File: config.mk
export PLATFORM = sky130hd
export DESIGN_NAME = int_exec_unit
export DESIGN_NICKNAME = d
export VERILOG_FILES = /design/src/rtl/int_exec_unit.sv
export SDC_FILE = /design/constraint.sdc
export NUM_CORES = 2
export LEC_CHECK = 0
export BUFFER_PORTS_ARGS = -buffer_cell sky130_fd_sc_hd__buf_2
export CELL_PAD_IN_SITES_DETAIL_PLACEMENT = 0
export CELL_PAD_IN_SITES_GLOBAL_PLACEMENT = 1
export CORE_MARGIN = 4
export CORE_UTILIZATION = 53
export DETAILED_ROUTE_END_ITERATION = 10
export GPL_TIMING_DRIVEN = 0
export PLACE_DENSITY_LB_ADDON = 0.1
export REMOVE_ABC_BUFFERS = 1
export SLEW_MARGIN = 20
export SYNTH_ARGS = -nofsm -noshare
export SYNTH_HDL_FRONTEND = slang
export SYNTH_SLANG_ARGS = --single-unit
File: constraint.sdc
create_clock -name clk -period 10.6 [get_ports clk]
set_input_delay 0.53 -clock clk [delete_from_list [all_inputs] [get_ports clk]]
set_output_delay 0.53 -clock clk [all_outputs]
set_load 0.005 [all_outputs]
File: src/rtl/int_exec_unit.sv
`timescale 1ns/1ps
module int_exec_unit #(
  parameter bit HAS_SHIFT = 1'b1,
  parameter bit HAS_MUL   = 1'b1,
  parameter bit HAS_SEXT  = 1'b1,
  parameter bit HAS_DIV   = 1'b1,
  parameter int XLEN      = 32
) (
  input  logic            clk,
  input  logic            rst_n,
  input  logic            issue,
  input  logic [31:0]     instr,
  input  logic [XLEN-1:0] src_a,
  input  logic [XLEN-1:0] src_b,
  output logic            busy,
  output logic            wb_valid,
  output logic            wb_en,
  output logic [4:0]      wb_idx,
  output logic [XLEN-1:0] wb_data,
  output logic            illegal,
  output logic            div_zero,
  output logic            halt
);
  localparam int CW = $clog2(XLEN);
  localparam logic [CW-1:0] LAST = CW'(XLEN - 1);

  logic [5:0]      op;
  logic            rr;
  logic [4:0]      f_a, f_b, dst, shamt;
  logic [XLEN-1:0] a, breg, imm_s, imm_z, imm_h, opb_s, opb_z;

  assign op    = instr[31:26];
  assign rr    = instr[31];
  assign f_a   = instr[25:21];
  assign f_b   = instr[20:16];
  assign dst   = rr ? instr[15:11] : instr[20:16];
  assign a     = (f_a == 5'd0) ? '0 : src_a;
  assign breg  = (f_b == 5'd0) ? '0 : src_b;
  assign imm_s = {{(XLEN-16){instr[15]}}, instr[15:0]};
  assign imm_z = {{(XLEN-16){1'b0}}, instr[15:0]};
  assign imm_h = {instr[15:0], {(XLEN-16){1'b0}}};
  assign opb_s = rr ? breg : imm_s;
  assign opb_z = rr ? breg : imm_z;
  assign shamt = rr ? breg[4:0] : instr[4:0];

  logic [XLEN-1:0] res;
  logic            ill, is_div, is_mod, halt_c;

  always_comb begin
    res    = '0;
    ill    = 1'b0;
    is_div = 1'b0;
    is_mod = 1'b0;
    halt_c = 1'b0;
    case (op)
      6'd0, 6'd32: begin
        res = a >> shamt;
        if (!HAS_SHIFT && shamt != 5'd1) ill = 1'b1;
      end
      6'd5, 6'd37: begin
        res = $signed(a) >>> shamt;
        if (!HAS_SHIFT && shamt != 5'd1) ill = 1'b1;
      end
      6'd15, 6'd47: begin
        res = a << shamt;
        if (!HAS_SHIFT) ill = 1'b1;
      end
      6'd1, 6'd33: res = ~(a | opb_z);
      6'd6, 6'd38: res = a ^ opb_z;
      6'd8, 6'd40: begin
        res = a & opb_z;
        if (op == 6'd40 && instr[25:11] == 15'd0) halt_c = 1'b1;
      end
      6'd9, 6'd41: res = ~(a ^ opb_z);
      6'd13, 6'd45: res = a + opb_s;
      6'd14, 6'd46: res = a | opb_z;
      6'd50:        res = a - breg;
      6'd24:        res = a & imm_h;
      6'd30:        res = a | imm_h;
      6'd25, 6'd57: res = {{(XLEN-1){1'b0}}, a == opb_s};
      6'd31, 6'd63: res = {{(XLEN-1){1'b0}}, a != opb_s};
      6'd26, 6'd58: res = {{(XLEN-1){1'b0}}, $signed(a) > $signed(opb_s)};
      6'd27, 6'd59: res = {{(XLEN-1){1'b0}}, $signed(a) >= $signed(opb_s)};
      6'd28, 6'd60: res = {{(XLEN-1){1'b0}}, a >= opb_z};
      6'd29, 6'd61: res = {{(XLEN-1){1'b0}}, a > opb_z};
      6'd2, 6'd34: begin
        res = a * opb_s;
        if (!HAS_MUL) ill = 1'b1;
      end
      6'd44: begin
        res = {{(XLEN-8){a[7]}}, a[7:0]};
        if (!HAS_SEXT) ill = 1'b1;
      end
      6'd55: begin
        res = {{(XLEN-16){a[15]}}, a[15:0]};
        if (!HAS_SEXT) ill = 1'b1;
      end
      6'd35, 6'd49: begin
        is_div = 1'b1;
        is_mod = (op == 6'd49);
        if (!HAS_DIV) ill = 1'b1;
      end
      default: ill = 1'b1;
    endcase
  end

  logic [XLEN-1:0] dv_rem, dv_quo, dv_den, nrem, nquo;
  logic [XLEN:0]   shf, diff;
  logic [CW-1:0]   dv_cnt;
  logic            dv_mod, ge;
  logic [4:0]      dv_dst;

  assign shf  = {dv_rem, dv_quo[XLEN-1]};
  assign diff = shf - {1'b0, dv_den};
  assign ge   = ~diff[XLEN];
  assign nrem = ge ? diff[XLEN-1:0] : shf[XLEN-1:0];
  assign nquo = {dv_quo[XLEN-2:0], ge};

  always_ff @(posedge clk or negedge rst_n) begin
    if (!rst_n) begin
      busy     <= 1'b0;
      wb_valid <= 1'b0;
      wb_en    <= 1'b0;
      wb_idx   <= '0;
      wb_data  <= '0;
      illegal  <= 1'b0;
      div_zero <= 1'b0;
      halt     <= 1'b0;
      dv_rem   <= '0;
      dv_quo   <= '0;
      dv_den   <= '0;
      dv_cnt   <= '0;
      dv_mod   <= 1'b0;
      dv_dst   <= '0;
    end else begin
      wb_valid <= 1'b0;
      wb_en    <= 1'b0;
      illegal  <= 1'b0;
      div_zero <= 1'b0;
      halt     <= 1'b0;
      if (busy) begin
        dv_rem <= nrem;
        dv_quo <= nquo;
        dv_cnt <= dv_cnt + 1'b1;
        if (dv_cnt == LAST) begin
          busy     <= 1'b0;
          wb_valid <= 1'b1;
          wb_en    <= (dv_dst != 5'd0);
          wb_idx   <= dv_dst;
          wb_data  <= dv_mod ? nrem : nquo;
        end
      end else if (issue) begin
        wb_idx <= dst;
        if (is_div && !ill) begin
          if (breg == '0) begin
            wb_valid <= 1'b1;
            div_zero <= 1'b1;
          end else begin
            busy   <= 1'b1;
            dv_cnt <= '0;
            dv_rem <= '0;
            dv_quo <= a;
            dv_den <= breg;
            dv_mod <= is_mod;
            dv_dst <= dst;
          end
        end else begin
          wb_valid <= 1'b1;
          wb_data  <= res;
          illegal  <= ill;
          halt     <= halt_c;
          wb_en    <= !ill && !halt_c && (dst != 5'd0);
        end
      end
    end
  end

  AST_WEN_NEEDS_VALID: assert property (@(posedge clk) disable iff (!rst_n) wb_en |-> wb_valid);
  AST_NO_R0_WRITE: assert property (@(posedge clk) disable iff (!rst_n) wb_en |-> wb_idx != 5'd0);
  AST_ILLEGAL_NO_WRITE: assert property (@(posedge clk) disable iff (!rst_n) illegal |-> !wb_en && wb_valid);
  AST_DIVZERO_NO_WRITE: assert property (@(posedge clk) disable iff (!rst_n) div_zero |-> !wb_en && !busy);
  AST_HALT_NO_WRITE: assert property (@(posedge clk) disable iff (!rst_n) halt |-> !wb_en && !illegal);
  AST_DIV_DONE_POSTS: assert property (@(posedge clk) disable iff (!rst_n) $fell(busy) |-> wb_valid);
  AST_BUSY_QUIET: assert property (@(posedge clk) disable iff (!rst_n) busy |-> !wb_valid);
endmodule

==> flow_metrics.tcl <==
set metrics [dict create \
    rows 94 \
    crit_arrival_ns 10.89 \
    clkTransAtPathRegs_ns 0.07 \
    mostFrequentLayoutCell "nor2_1" \
    min_period_over_period_pct 100 \
    hold_violations 0 \
    grt_pass1_wl_um 233000 \
    synth_compound_area_share_pct 19.7 \
    max-cap-violations 0 \
    place_area_mm2 0.0374 \
    fin_skew_ns 0.0209 \
    end_kind "flop" \
    gp_congestion 1.03 \
    regArea_mm2 0.00376 \
    post_drt_via_cell_ratio 6.64 \
    routedWlPerCell_um 30.1 \
    ys_warn_count 0 \
    fin_ws_ns -0.00142 \
    dieHeight_um 267 \
    final_max_slew_viol_count 0 \
    synth_top_area_share_pct 23.2 \
    start_kind "input pin" \
    ys.flop_type "dfrtp_1" \
    clock-sinks 150 \
    violations "negative setup slack" \
    slew_headroom_pct 12.9 \
    finalCriticalPeriod_ns 10.60 \
    rsz0062_at_grt "no" \
    grt_max_degree 94 \
    synthCells 4562 \
    synth-edff-count 0 \
    fp.dieArea_mm2 0.0710 \
    core_mm2 0.0660 \
    setup_violations 1 \
    tightest_slew_ns 1.29 \
    area_delta_synth_final_pct 7.38 \
    fin_nets 5315 \
    root_buffer "clkbuf_16" \
    synth-seq-cells 150 \
    synth_xor_area_share_pct 3.86 \
    crit_start "instr[18]" \
    initial_core_util_pct 53.7 \
    final_layout_size_suffix_gt1_share_pct 8.75 \
    synthSimpleGateAreaFrac_pct 18.1 \
    outcome "complete, but fails checks" \
    synth_top_area_cell "fa_1" \
    ant_nets 0 \
    cts_tree "yes" \
    synth_area_mm2 0.0354 \
    drc 0 \
    ios 142 \
    mostFrequentLayoutCells "609 x nor2_1, 552 x nand2_1, 467 x inv_1" \
    syn_area_per_cell_um2 7.77 \
    ff2ff_setup_slack_ns 5.29 \
    hold_path_class "input pin to async pin" \
    cts_made_buffers 17 \
    dp_hpwl_um 121000 \
    critical_path_class "input pin to flop" \
    cts_htree_levels 4 \
    worstRegToRegCells 16 \
    pre_cts_slack_ns -0.385 \
    postLayoutCellArea_mm2 0.0380 \
    fmax_ghz 0.0943 \
    synth_cell_types 102 \
    port-buffer-count 141 \
    track_usage_pct 44.9 \
    ys_seq_area_share_pct 10.6 \
    multiInputGateArea_mm2 0.0289 \
    via_count 35700 \
    path_max_fanout 17 \
    fillers 6405 \
    hold_buffers 0 \
    hold_slack_ns 0.00645 \
    insertion_delay_ns 0.45 \
    synthAdderAreaFrac_pct 34.3 \
    first_pass_iters 9 \
    grt_overflow_total 0 \
    ys_async_sr_fraction_pct 100 \
    crit_required_ns 10.89 \
    synth_area_leaders "fa_1 23%, ha_1 11%, dfrtp_1 11%, nor2_1 6.5%, nand2_1 5.9%" \
    synthMuxAreaShare_pct 4.77 \
    clk_path_buf_depth 2 \
    wl_um 161000 \
    die_x_um 267 \
    grt_pass1_vias 34500 \
    r2r-end "wb_data[11]" \
    antenna_found_initial 3 \
    r2r_start "dv_quo[31]" \
    drt_iter0_markers 4644 \
    synth_top_family_by_area "adder cells" \
]
logic make-up (layout without fill, tap and decap cells):
family	Yosys count	in the layout
other cells	0	1
buf+inv	798	741
mux	167	167
compound gates	1080	1080
fa+ha+maj	724	724
simple gates	1507	1507
xor+xnor	136	136
flops	150	150
worst max-delay path: stages:
cell and delay, ns:
buf_2 0.13, or3_1 0.68, nor2_4 0.56, o22ai_2 0.37
buf_6 0.25, inv_1 0.89, nor2_1 0.12, fa_1 0.54
inv_1 0.05, fa_1 0.54, fa_1 0.52, fa_1 0.55
inv_1 0.05, fa_1 0.46, fa_1 0.44, fa_1 0.49
fa_1 0.48, ha_1 0.37, a21oi_1 0.16, o22ai_1 0.12
a22oi_1 0.17, nand2_1 0.07, a2111oi_0 0.87, o211ai_1 0.26
a221oi_1 0.33, o21ai_0 0.40, a211oi_1 0.36, o31ai_1 0.10
registers in the layout, indices dropped and copies added (netlist names), 5 cells and up:
signal   cells
dv_den      32
dv_quo      32
dv_rem      32
wb_data     32
dv_cnt       5
dv_dst       5
wb_idx       5
metal layers:
layer  GRT usage [%]  vias up  part of all wire, %
li1                -    15200                    -
met1            59.7    17400                   39
met2            65.2     2453                   41
met3            14.6      552                   13
met4            24.0        2                  6.9
met5               0        -               0.0081
cell usage after synthesis (all sizes together), types with 10 or more instances:
master and instances:
o211ai 49, a21boi 12, o31ai 12, o21ai 327
o21bai 17, nor2 619, ha 314, xnor2 87
nor3 43, and2 10, xnor3 11, buf 80
a21o 64, nand3 96, xor2 37, dfrtp 150
clkbuf 206, inv 497, nor2b 28, a211oi 39
a22oi 12, o2111ai 10, or3 13, clkinv 15
o21a 45, a21oi 260, mux2i 153, a31oi 41
nand4 19, nand2b 29, o22ai 16, mux2 14
a221o 13, o221ai 27, nor4 21, and3 27
a2111oi 24, or2 15, nand2 555, a221oi 31
fa 410
area by class of cell:
class	count	area share (%)
Antenna cell	1	0.00658
Clock buffer	18	1.15
Clock inverter	14	0.444
Inverter	512	5.14
Multi-Input combinational cell	3614	76.0
Sequential cell	150	9.88
Tap cell	864	2.84
Timing Repair Buffer	197	4.56
stage by stage:
stage,util (%),setup TNS (ns),cells
after detailed placement,56.6,-0.770,5332
after global routing,57.6,0,5369
after floorplan,-,-1.46,4276
after CTS,57.6,0,5364
final,57.6,-0.00142,5370
after global placement,54.6,-150.91,5281
worst max path at each step:
stage,to,slack [ns]
floorplan,wb_data[31],-0.47
global placement,wb_data[26],-6.55
detailed placement,wb_data[30],-0.39
CTS,wb_data[30],0.02
global route,wb_data[29],0.02
finish,wb_data[30],-0.001
timing repair:
item                       in CTS  in global routing
hold endpoints to repair        0                  0
gates resized for setup         0                  3
setup endpoints to repair       0                  2
setup buffers                   0                  5
Power is not shown: default switching activity piles up to over one toggle a cycle in this logic, so the estimate is an artifact.
